<file path="src/rtl/sra_pkg.sv">
package sra_pkg;

    localparam int CMD_W       = 8;
    localparam int CFG_W       = 24;
    localparam int FILT_W      = 8;
    localparam int DATA_W      = 16;
    localparam int STAT_W      = 8;
    localparam int SHIFT_W     = CFG_W;
    localparam int CNT_W       = $clog2(SHIFT_W + 1);
    localparam int RESYNC_ONES = 32;
    localparam int ONES_W      = $clog2(RESYNC_ONES + 1);

    typedef enum logic [1:0] {
        ST_CMD = 2'd0,
        ST_WR  = 2'd1,
        ST_RD  = 2'd2
    } xfer_state_e;

    typedef enum logic [1:0] {
        RA_CTRL = 2'b00,
        RA_CFG  = 2'b01,
        RA_FILT = 2'b10,
        RA_DATA = 2'b11
    } reg_addr_e;

    typedef struct packed {
        logic       wen_n;
        logic       rd;
        logic       stby;
        logic       oscpd;
        logic [1:0] rsvd;
        reg_addr_e  addr;
    } cmd_t;

    // Number of bits in the data phase that follows a command.
    function automatic logic [CNT_W-1:0] phase_bits(reg_addr_e a, logic rd);
        case (a)
            RA_CTRL: return rd ? CNT_W'(STAT_W) : '0;
            RA_CFG:  return CNT_W'(CFG_W);
            RA_FILT: return CNT_W'(FILT_W);
            default: return rd ? CNT_W'(DATA_W) : '0;
        endcase
    endfunction

    function automatic logic [STAT_W-1:0] status_byte(logic rdy, logic err,
                                                       logic stby, logic lock);
        return {rdy, 3'b000, err, 1'b0, stby, lock};
    endfunction

endpackage

</file>
<file path="src/rtl/sra_sync.sv">
module sra_sync #(
    parameter int             W       = 1,
    parameter int             STAGES  = 2,
    parameter logic [W-1:0]   RST_VAL = '1
) (
    input  logic         clk,
    input  logic         rst,
    input  logic [W-1:0] d,
    output logic [W-1:0] q
);
    logic [W-1:0] pipe [STAGES];

    always_ff @(posedge clk) begin
        if (rst) begin
            for (int i = 0; i < STAGES; i++) pipe[i] <= RST_VAL;
        end else begin
            pipe[0] <= d;
            for (int i = 1; i < STAGES; i++) pipe[i] <= pipe[i-1];
        end
    end

    assign q = pipe[STAGES-1];
endmodule

</file>
<file path="src/rtl/sra_ready.sv">
module sra_ready
    import sra_pkg::*;
(
    input  logic              clk,
    input  logic              rst,
    input  logic              load,
    input  logic [DATA_W-1:0] load_data,
    input  logic              load_clamp,
    input  logic              pre_clr,
    input  logic              rd_done,
    output logic [DATA_W-1:0] data_q,
    output logic              rdy_q,
    output logic              err_q
);
    always_ff @(posedge clk) begin
        if (rst) begin
            data_q <= '0;
            rdy_q  <= 1'b0;
            err_q  <= 1'b0;
        end else if (load) begin
            data_q <= load_data;
            rdy_q  <= 1'b1;
            err_q  <= load_clamp;
        end else if (rd_done || pre_clr) begin
            rdy_q  <= 1'b0;
            err_q  <= 1'b0;
        end
    end
endmodule

</file>
<file path="src/rtl/sra_regs.sv">
module sra_regs
    import sra_pkg::*;
(
    input  logic               clk,
    input  logic               rst,
    input  logic               clear,
    input  logic               cmd_we,
    input  logic               cmd_stby,
    input  logic               cmd_oscpd,
    input  logic               wr_commit,
    input  reg_addr_e          wr_addr,
    input  logic [SHIFT_W-1:0] wr_data,
    output logic [CFG_W-1:0]   cfg_q,
    output logic [FILT_W-1:0]  filt_q,
    output logic               stby_q,
    output logic               oscpd_q
);
    always_ff @(posedge clk) begin
        if (rst || clear) begin
            cfg_q   <= '0;
            filt_q  <= '0;
            stby_q  <= 1'b0;
            oscpd_q <= 1'b0;
        end else begin
            if (cmd_we) begin
                stby_q  <= cmd_stby;
                oscpd_q <= cmd_oscpd;
            end
            if (wr_commit) begin
                if (wr_addr == RA_CFG)
                    cfg_q <= wr_data[CFG_W-1:0];
                if (wr_addr == RA_FILT && stby_q)
                    filt_q <= wr_data[FILT_W-1:0];
            end
        end
    end
endmodule

</file>
<file path="src/rtl/sra_ctrl.sv">
module sra_ctrl
    import sra_pkg::*;
#(
    parameter int SYNC_STAGES = 2
) (
    input  logic              clk,
    input  logic              rst,
    input  logic              csn,
    input  logic              sclk,
    input  logic              din,
    output logic              dout,
    output logic              dout_en,
    output logic              rdy_n,
    input  logic [DATA_W-1:0] conv_data,
    input  logic              conv_valid,
    input  logic              conv_clamp,
    input  logic              conv_lock,
    input  logic              conv_pre_update,
    output logic [CFG_W-1:0]  cfg_out,
    output logic [FILT_W-1:0] filt_out,
    output logic              stby_out,
    output logic              oscpd_out
);
    // Synchronized pins and serial-clock edge detection.
    logic [2:0] sync_q;
    logic       cs_idle, sclk_s, din_s, sclk_d, rise, fall;

    sra_sync #(.W(3), .STAGES(SYNC_STAGES), .RST_VAL(3'b111)) u_sync (
        .clk (clk),
        .rst (rst),
        .d   ({csn, sclk, din}),
        .q   (sync_q)
    );

    assign cs_idle = sync_q[2];
    assign sclk_s  = sync_q[1];
    assign din_s   = sync_q[0];

    always_ff @(posedge clk) begin
        if (rst) sclk_d <= 1'b1;
        else     sclk_d <= sclk_s;
    end

    assign rise = sclk_s & ~sclk_d;
    assign fall = ~sclk_s & sclk_d;

    // Framing state.
    xfer_state_e        state;
    logic [CNT_W-1:0]   bitcnt;
    logic [CNT_W-1:0]   cur_len;
    reg_addr_e          cur_addr;
    logic [CMD_W-2:0]   cmd_sh;
    logic [SHIFT_W-2:0] sh_in;
    logic [SHIFT_W-1:0] sh_out;
    logic               loaded;
    logic [ONES_W-1:0]  ones_cnt;

    cmd_t               cmd_w;
    logic [SHIFT_W-1:0] wr_word, rd_word;
    logic               active, resync, wen_stall, cmd_done, cmd_ok;
    logic               wr_done, rd_last, rd_data_done;

    // Register file and result holder.
    logic [DATA_W-1:0] data_q;
    logic              rdy_q, err_q;

    assign active    = ~cs_idle;
    assign cmd_w     = cmd_t'({cmd_sh, din_s});
    assign wr_word   = {sh_in, din_s};
    assign resync    = active && rise && din_s &&
                       (ones_cnt == ONES_W'(RESYNC_ONES - 1));
    assign wen_stall = (bitcnt == '0) && din_s;
    assign cmd_done  = active && !resync && rise && (state == ST_CMD) &&
                       !wen_stall && (bitcnt == CNT_W'(CMD_W - 1));
    assign cmd_ok    = !cmd_w.wen_n && (cmd_w.rsvd == 2'b00);
    assign wr_done   = active && !resync && rise && (state == ST_WR) &&
                       (bitcnt == cur_len - 1'b1);
    assign rd_last   = active && !resync && rise && (state == ST_RD) &&
                       (bitcnt == cur_len - 1'b1);
    assign rd_data_done = rd_last && (cur_addr == RA_DATA);

    // Read word, left-aligned so its MSB leaves first.
    always_comb begin
        case (cur_addr)
            RA_CTRL: rd_word = {status_byte(rdy_q, err_q, stby_out, conv_lock),
                                {(SHIFT_W-STAT_W){1'b0}}};
            RA_CFG:  rd_word = cfg_out;
            RA_FILT: rd_word = {filt_out, {(SHIFT_W-FILT_W){1'b0}}};
            default: rd_word = {data_q, {(SHIFT_W-DATA_W){1'b0}}};
        endcase
    end

    always_ff @(posedge clk) begin
        if (rst) begin
            state    <= ST_CMD;
            bitcnt   <= '0;
            cur_len  <= '0;
            cur_addr <= RA_CTRL;
            cmd_sh   <= '0;
            sh_in    <= '0;
            sh_out   <= '0;
            loaded   <= 1'b0;
            ones_cnt <= '0;
        end else if (cs_idle) begin
            state    <= ST_CMD;
            bitcnt   <= '0;
            loaded   <= 1'b0;
            ones_cnt <= '0;
        end else begin
            if (rise)
                ones_cnt <= (din_s && !resync) ? ones_cnt + 1'b1 : '0;

            if (resync) begin
                state  <= ST_CMD;
                bitcnt <= '0;
                loaded <= 1'b0;
            end else begin
                case (state)
                    ST_CMD: begin
                        if (rise && !wen_stall) begin
                            cmd_sh <= cmd_w[CMD_W-2:0];
                            if (bitcnt == CNT_W'(CMD_W - 1)) begin
                                bitcnt   <= '0;
                                loaded   <= 1'b0;
                                cur_addr <= cmd_w.addr;
                                cur_len  <= phase_bits(cmd_w.addr, cmd_w.rd);
                                if (cmd_ok && phase_bits(cmd_w.addr, cmd_w.rd) != '0)
                                    state <= cmd_w.rd ? ST_RD : ST_WR;
                            end else begin
                                bitcnt <= bitcnt + 1'b1;
                            end
                        end
                    end
                    ST_WR: begin
                        if (rise) begin
                            sh_in <= wr_word[SHIFT_W-2:0];
                            if (wr_done) begin
                                state  <= ST_CMD;
                                bitcnt <= '0;
                            end else begin
                                bitcnt <= bitcnt + 1'b1;
                            end
                        end
                    end
                    ST_RD: begin
                        if (fall) begin
                            loaded <= 1'b1;
                            sh_out <= loaded ? {sh_out[SHIFT_W-2:0], 1'b0} : rd_word;
                        end
                        if (rise) begin
                            if (rd_last) begin
                                state  <= ST_CMD;
                                bitcnt <= '0;
                            end else begin
                                bitcnt <= bitcnt + 1'b1;
                            end
                        end
                    end
                    default: begin
                        state  <= ST_CMD;
                        bitcnt <= '0;
                    end
                endcase
            end
        end
    end

    sra_regs u_regs (
        .clk       (clk),
        .rst       (rst),
        .clear     (resync),
        .cmd_we    (cmd_done && cmd_ok),
        .cmd_stby  (cmd_w.stby),
        .cmd_oscpd (cmd_w.oscpd),
        .wr_commit (wr_done),
        .wr_addr   (cur_addr),
        .wr_data   (wr_word),
        .cfg_q     (cfg_out),
        .filt_q    (filt_out),
        .stby_q    (stby_out),
        .oscpd_q   (oscpd_out)
    );

    sra_ready u_ready (
        .clk        (clk),
        .rst        (rst),
        .load       (conv_valid),
        .load_data  (conv_data),
        .load_clamp (conv_clamp),
        .pre_clr    (conv_pre_update),
        .rd_done    (rd_data_done),
        .data_q     (data_q),
        .rdy_q      (rdy_q),
        .err_q      (err_q)
    );

    assign dout    = sh_out[SHIFT_W-1];
    assign dout_en = active;
    assign rdy_n   = ~rdy_q;
endmodule

</file>
<file path="config.mk">
export PLATFORM = sky130hd
export DESIGN_NAME = sra_ctrl
export DESIGN_NICKNAME = d
export VERILOG_FILES = /design/src/rtl/sra_pkg.sv /design/src/rtl/sra_sync.sv /design/src/rtl/sra_ready.sv /design/src/rtl/sra_regs.sv /design/src/rtl/sra_ctrl.sv
export SDC_FILE = /design/constraint.sdc
export NUM_CORES = 1
export LEC_CHECK = 0
export BUFFER_PORTS_ARGS = -buffer_cell sky130_fd_sc_hd__buf_2
export CAP_MARGIN = 20
export CORE_MARGIN = 5
export CORE_UTILIZATION = 50
export DETAILED_ROUTE_END_ITERATION = 12
export GPL_ROUTABILITY_DRIVEN = 0
export PLACE_DENSITY = 0.68
export SLEW_MARGIN = 30
export SYNTH_ARGS = -nofsm -noshare
export SYNTH_HDL_FRONTEND = slang
export SYNTH_SLANG_ARGS = --single-unit
export TNS_END_PERCENT = 50
</file>
<file path="constraint.sdc">
create_clock -name clk -period 2.2 [get_ports clk]
set_clock_uncertainty 0.1 [all_clocks]
set_input_delay 0.22 -clock clk [delete_from_list [all_inputs] [get_ports clk]]
set_output_delay 0.22 -clock clk [all_outputs]
set_load 0.1 [all_outputs]
</file>
[After elaboration in Yosys (flattened, before gate mapping)]
Memory sizes are Yosys's and may differ from the RTL's.
Index checks and enable logic that the tools add are counted.
Word-level totals
  register bits: 128
  bits in writable memories: 6
  bits of input ports: 25
  output and inout port bits: 37
  word-level logic and storage cells: 132
  memories: 1
Operators by class
  add/subtract/negate cells: 3
  equal/unequal tests: 18
  multiplexer cells: 40
  bitwise gates (word level): 9
  reductions and logical operators: 44
Memories
  u_sync.pipe: words 2, width 3, rd ports 2, clocked after memory_dff 0, write ports 2, RTL line sra_sync.sv:11  | logic [W-1:0] pipe [STAGES];
Operators by type and width (number)
  case mux 24 bit (3 select lines): 1
  two-way mux 5 bit: 13
  case mux 5 bit (3 select lines): 2
  two-way mux 24 bit: 1
  logical AND 1 bit: 20
  two-way mux 2 bit: 8
  AND reduction 4 bit: 4
  two-way mux 1 bit: 9
  == test 2 bit, second input constant: 4
  logical NOT 2 bit: 4
  inequality test 2 x 1 -> 1 bit, second input constant: 4
  inequality test 2 bit, second input constant: 4
  AND reduction 7 bit: 1
  adder 6 x 1 -> 6 bit, second input constant: 1
  == test 2 x 1 -> 1 bit, second input constant: 3
  == test 6 x 5 -> 1 bit, second input constant: 1
  two-way mux 3 bit: 2
  two-way mux 6 bit: 1
  case mux 2 bit (3 select lines): 1
  adder 5 x 1 -> 5 bit, second input constant: 1
  == test 5 x 3 -> 1 bit, second input constant: 1
  == test 5 bit: 1
  logical NOT 5 bit: 1
  NOT 1 bit: 5
  14 further kinds: 21

[Logic depth before layout (Yosys ltp)]
  depth in word-level cells: 15
  depth in mapped cells: 8
  mapped depth without buffers: 7

[Modules after synthesis]
Synthesis repeated with hierarchy kept, for this count alone.
Unflattened totals
  cells, all modules: 607
  area total of the unflattened synthesis: 6117.1 um^2
By module, submodules not included
  sra_ctrl: times used 1, cells each 388, area an instance 3611.0 um^2, seq. area each 1461.4 um^2
  sra_regs: times used 1, cells each 144, area an instance 1677.9 um^2, seq. area each 680.7 um^2
  sra_ready: times used 1, cells each 60, area an instance 648.1 um^2, seq. area each 360.3 um^2
  sra_sync: times used 1, cells each 15, area an instance 180.2 um^2, seq. area each 120.1 um^2

[Least setup slack after synthesis]
No wires, ideal clock.
  path kind: flip-flop to flip-flop
  start point: register ones_cnt[0]
  end point: register u_regs.filt_q[2]
  setup time: 0.128 ns
  data arrival time: 2.081 ns
  data required time: 1.972 ns
  setup slack: -0.108 ns
  cell stages (with the launch flop): 9
  path buffers: 2
  period minus slack after synthesis: 2.308 ns
  path through: dfxtp_1 -> ha_1 -> and3_1 -> clkbuf_1 -> a2111oi_4 -> and3_1 -> buf_4 -> mux2i_1 -> nor2_1
Between the ends
  longest elaborated chain between the ends: 8
  elaborated cells between the ends (all ways): 9
  classes of those cells: eq/ne (1); reduce/logical (8)
Ends and longest elaborated chain
  start: declaration: RTL line sra_ctrl.sv:56  | logic [ONES_W-1:0] ones_cnt;
  start signal: assignment: RTL line sra_ctrl.sv:111  | ones_cnt <= (din_s && !resync) ? ones_cnt + 1'b1 : '0;
  == test 6 x 5 -> 1 bit (*): RTL line sra_ctrl.sv:71  | (ones_cnt == ONES_W'(RESYNC_ONES - 1));
  logical AND 1 bit (*): RTL line sra_ctrl.sv:70  | assign resync = active && rise && din_s &&
  logical NOT 1 bit: RTL line sra_ctrl.sv:76  | assign wr_done = active && !resync && rise && (state == ST_WR) &&
  logical AND 1 bit (4 in a row): RTL line sra_ctrl.sv:76
  AND reduction 2 bit (no source line)
  end signal: assignment: RTL line sra_regs.sv:33  | filt_q <= wr_data[FILT_W-1:0];
  end: declaration: RTL line sra_regs.sv:14  | output logic [FILT_W-1:0] filt_q,
Mark *: on every way between the ends. The rest lies on a longest branch, timed or not.
A chain may end at the register's enable or synchronous reset.

[Worst setup path after layout]
  start point: register ones_cnt[0]
  end point: register sh_in[13]
Between the ends
  longest elaborated chain between the ends: 4
Ends and longest elaborated chain
  == test 6 x 5 -> 1 bit: RTL line sra_ctrl.sv:71
  logical AND 1 bit: RTL line sra_ctrl.sv:70
  NOT 1 bit (no source line)
  AND reduction 4 bit (no source line)
  end signal: assignment: RTL line sra_ctrl.sv:136  | sh_in <= wr_word[SHIFT_W-2:0];
  end: declaration: RTL line sra_ctrl.sv:53  | logic [SHIFT_W-2:0] sh_in;
No other way between the ends.

==> metrics.txt <==
Worst Path Class, Setup reg -> reg; Slew HR 61.1%; pwr/cell area 739 mW/mm^2; Yosys top cell by area dfxtp_1; setup TNS 0 ns; maximum clock rate 0.476 GHz; M3 GR Usage 5.95%; Layout Cell Area excl Fill 0.00694 sq mm; Layout fillers 913; initial DRC count 310; Critical Path End Type register; clock sink total 131; core area 0.0109 sq mm; placed wire-length estimate 8810 um; first-pass GRT wire length 21,900 um; clock buffer count from CTS 17; startpoint types register; Synth cell types 48; DIE WIDTH 115 um; number of synthesized flops with an enable pin 0; Rows 38; Initial Util 51.0%; Final ANT Viol Nets 0; first drt pass iteration count 4; routed len/inst 15.6 um; peak supply drop 0.646 mV; clock root buffer master clkbuf_8; flops & latches, synth 131; slew at the pin closest to its max-slew limit 0.583 ns; commonest non-fill, non-tap cell in the layout dfxtp_1; synthesis-to-layout area growth 24.9%; Crit Path Max Fanout 23; Clk Latency, worst-skew pair 0.52 ns; post-synthesis net count 613; Hold Crit Class in -> reg; largest net degree at the start of global routing 49; # Max-Cap Violations 0; max-slew violation count 0; Place WS 0.122 ns; final worst path period share 95.5%; final wirelength 12,900 um; I/O pin total 62; Most Crowded Layer GR met2; layout cells sized above 1 21.4%; final net count 705; most frequent cells in the layout dfxtp_1, nor2_1, mux2i_1; Top FF cell, synth dfxtp_1; top cells by area, synth dfxtp_1, mux2i_1, nor2_1; post-synthesis sequential area ratio 47.2%; share of the synthesized area in the top cell type 47.2%; status finished clean; DRC viols 0; IO Port Bufs 61; Die ar. 0.0133 sq mm; grt met2 use 34.0%; Tot GR Track Use 20.6%; total grt overflow 0; Min Clock Period, post-route 2.10 ns; Finished Core Util 63.8%; vias per cell 5.41; Avg Inst Size Synth 9.55 sq um; Vias 4,470; RSZ-0062 raised after global routing no; final setup violating endpoints 0; CTS clk-pin slew, worst paths 0.06 ns; Worst Path Required 2.48 ns; met1 Use GR 25.8%; Power Total 5.13 mW; PnR worst setup slack 0.0982 ns; CP arrival 2.38 ns; asr flop ratio synth 0%; placed inst area 0.00614 sq mm; final hold viol count 0; Cells after Synth 582; TritonCTS clock tree done; H-tree depth 4; die span in y 115 um; Post-Synthesis Cell Area 0.00556 sq mm; antenna cell count 0; synth warn 0; LEAKAGE 2.82 nW; initial antenna violation count 0; vias in the first global route 4,571; clk buf depth 2
[synthesized netlist by cell type, types with 7 or more instances]
library cell / number
a211oi_1: 23
a21oi_1: 26
a22oi_1: 11
clkbuf_1: 31
dfxtp_1: 131
inv_1: 8
mux2i_1: 93
nand2_1: 25
nand3_1: 12
nor2_1: 121
o21ai_0: 10
or2_2: 7
[worst max-delay path: stages, from the launching register on]
cell	delay, ns
dfxtp_1	0.34
ha_1	0.21
and3_1	0.25
a2111oi_4	0.35
buf_4	0.21
buf_12	0.20
mux2i_1	0.23
nor2_1	0.07
[layout make-up]
cell class                      count  area, sq um  share of cell area (%)
Multi-Input combinational cell    401         2760                    39.7
Sequential cell                   131         2620                    37.8
Timing Repair Buffer              115          821                    11.8
Clock buffer                       22          463                    6.67
Tap cell                          140          175                    2.52
Clock inverter                     10         73.8                    1.06
Inverter                            8         30.0                   0.433
[timing repair]
item | 4_1_cts | 5_1_grt
gates resized for setup | 0 | 4
setup buffers | 0 | 0
endpoints found under the hold margin | 24 | 0
hold buffers | 24 | 0
setup endpoints to repair | 0 | 5
[kinds of logic after synthesis]
family / synth area share, %
adder cells (fa/ha/maj): 1.35
flip-flops: 47.2
XOR/XNOR: 0.946
AND/OR/NAND/NOR: 15.9
multiplexers: 19.4
buffers and inverters: 3.78
AO/OA/AOI/OAI: 11.5
[report_power, final]
part	internal, mW	leakage [nW]	total, mW	switching, mW
Clock	1.48	0.262	2.52	1.04
Combinational	0.0917	1.49	0.198	0.106
Sequential	2.40	1.06	2.41	0.0134
[state kept, by name (all words and copies together) (netlist names)]
| register | cells |
|---|---|
| u_regs.stby_q | 1 |
| u_sync.pipe | 6 |
| ones_cnt | 6 |
| u_ready.rdy_q | 1 |
| u_ready.err_q | 1 |
| cur_len | 2 |
| sh_out | 24 |
| cur_addr | 2 |
| sclk_d | 1 |
| u_regs.cfg_q | 24 |
| state | 2 |
| sh_in | 23 |
| loaded | 1 |
| u_regs.filt_q | 8 |
| u_regs.oscpd_q | 1 |
| u_ready.data_q | 16 |
| cmd_sh | 7 |
| bitcnt | 5 |
[routing by layer]
layer,part of all wire (%),vias up,wire length [um]
met2,49,102,6280
met4,1.3,0,164
met1,45,2125,5850
met5,0,-,0
met3,4.9,17,630
li1,-,2226,-
[final timing paths]
check             depth (start not counted)           endpoint  slack [ns]              start
hold reg to reg                           1  u_sync.pipe[0][5]        0.31  u_sync.pipe[0][2]
hold / removal                            3      u_ready.err_q        0.14         conv_valid
setup / recovery                          7          sh_in[13]         0.1        ones_cnt[0]
setup reg to reg                          7          sh_in[13]         0.1        ones_cnt[0]
[metrics by stage]
stage          hold slack (ns)  cells
6_report                 0.140    827
3_3_place_gp             0.299    771
3_5_place_dp             0.301    771
2_1_floorplan            0.224    582
4_1_cts                  0.108    827
5_1_grt                  0.145    827
Power figures use the tool's default switching activity.
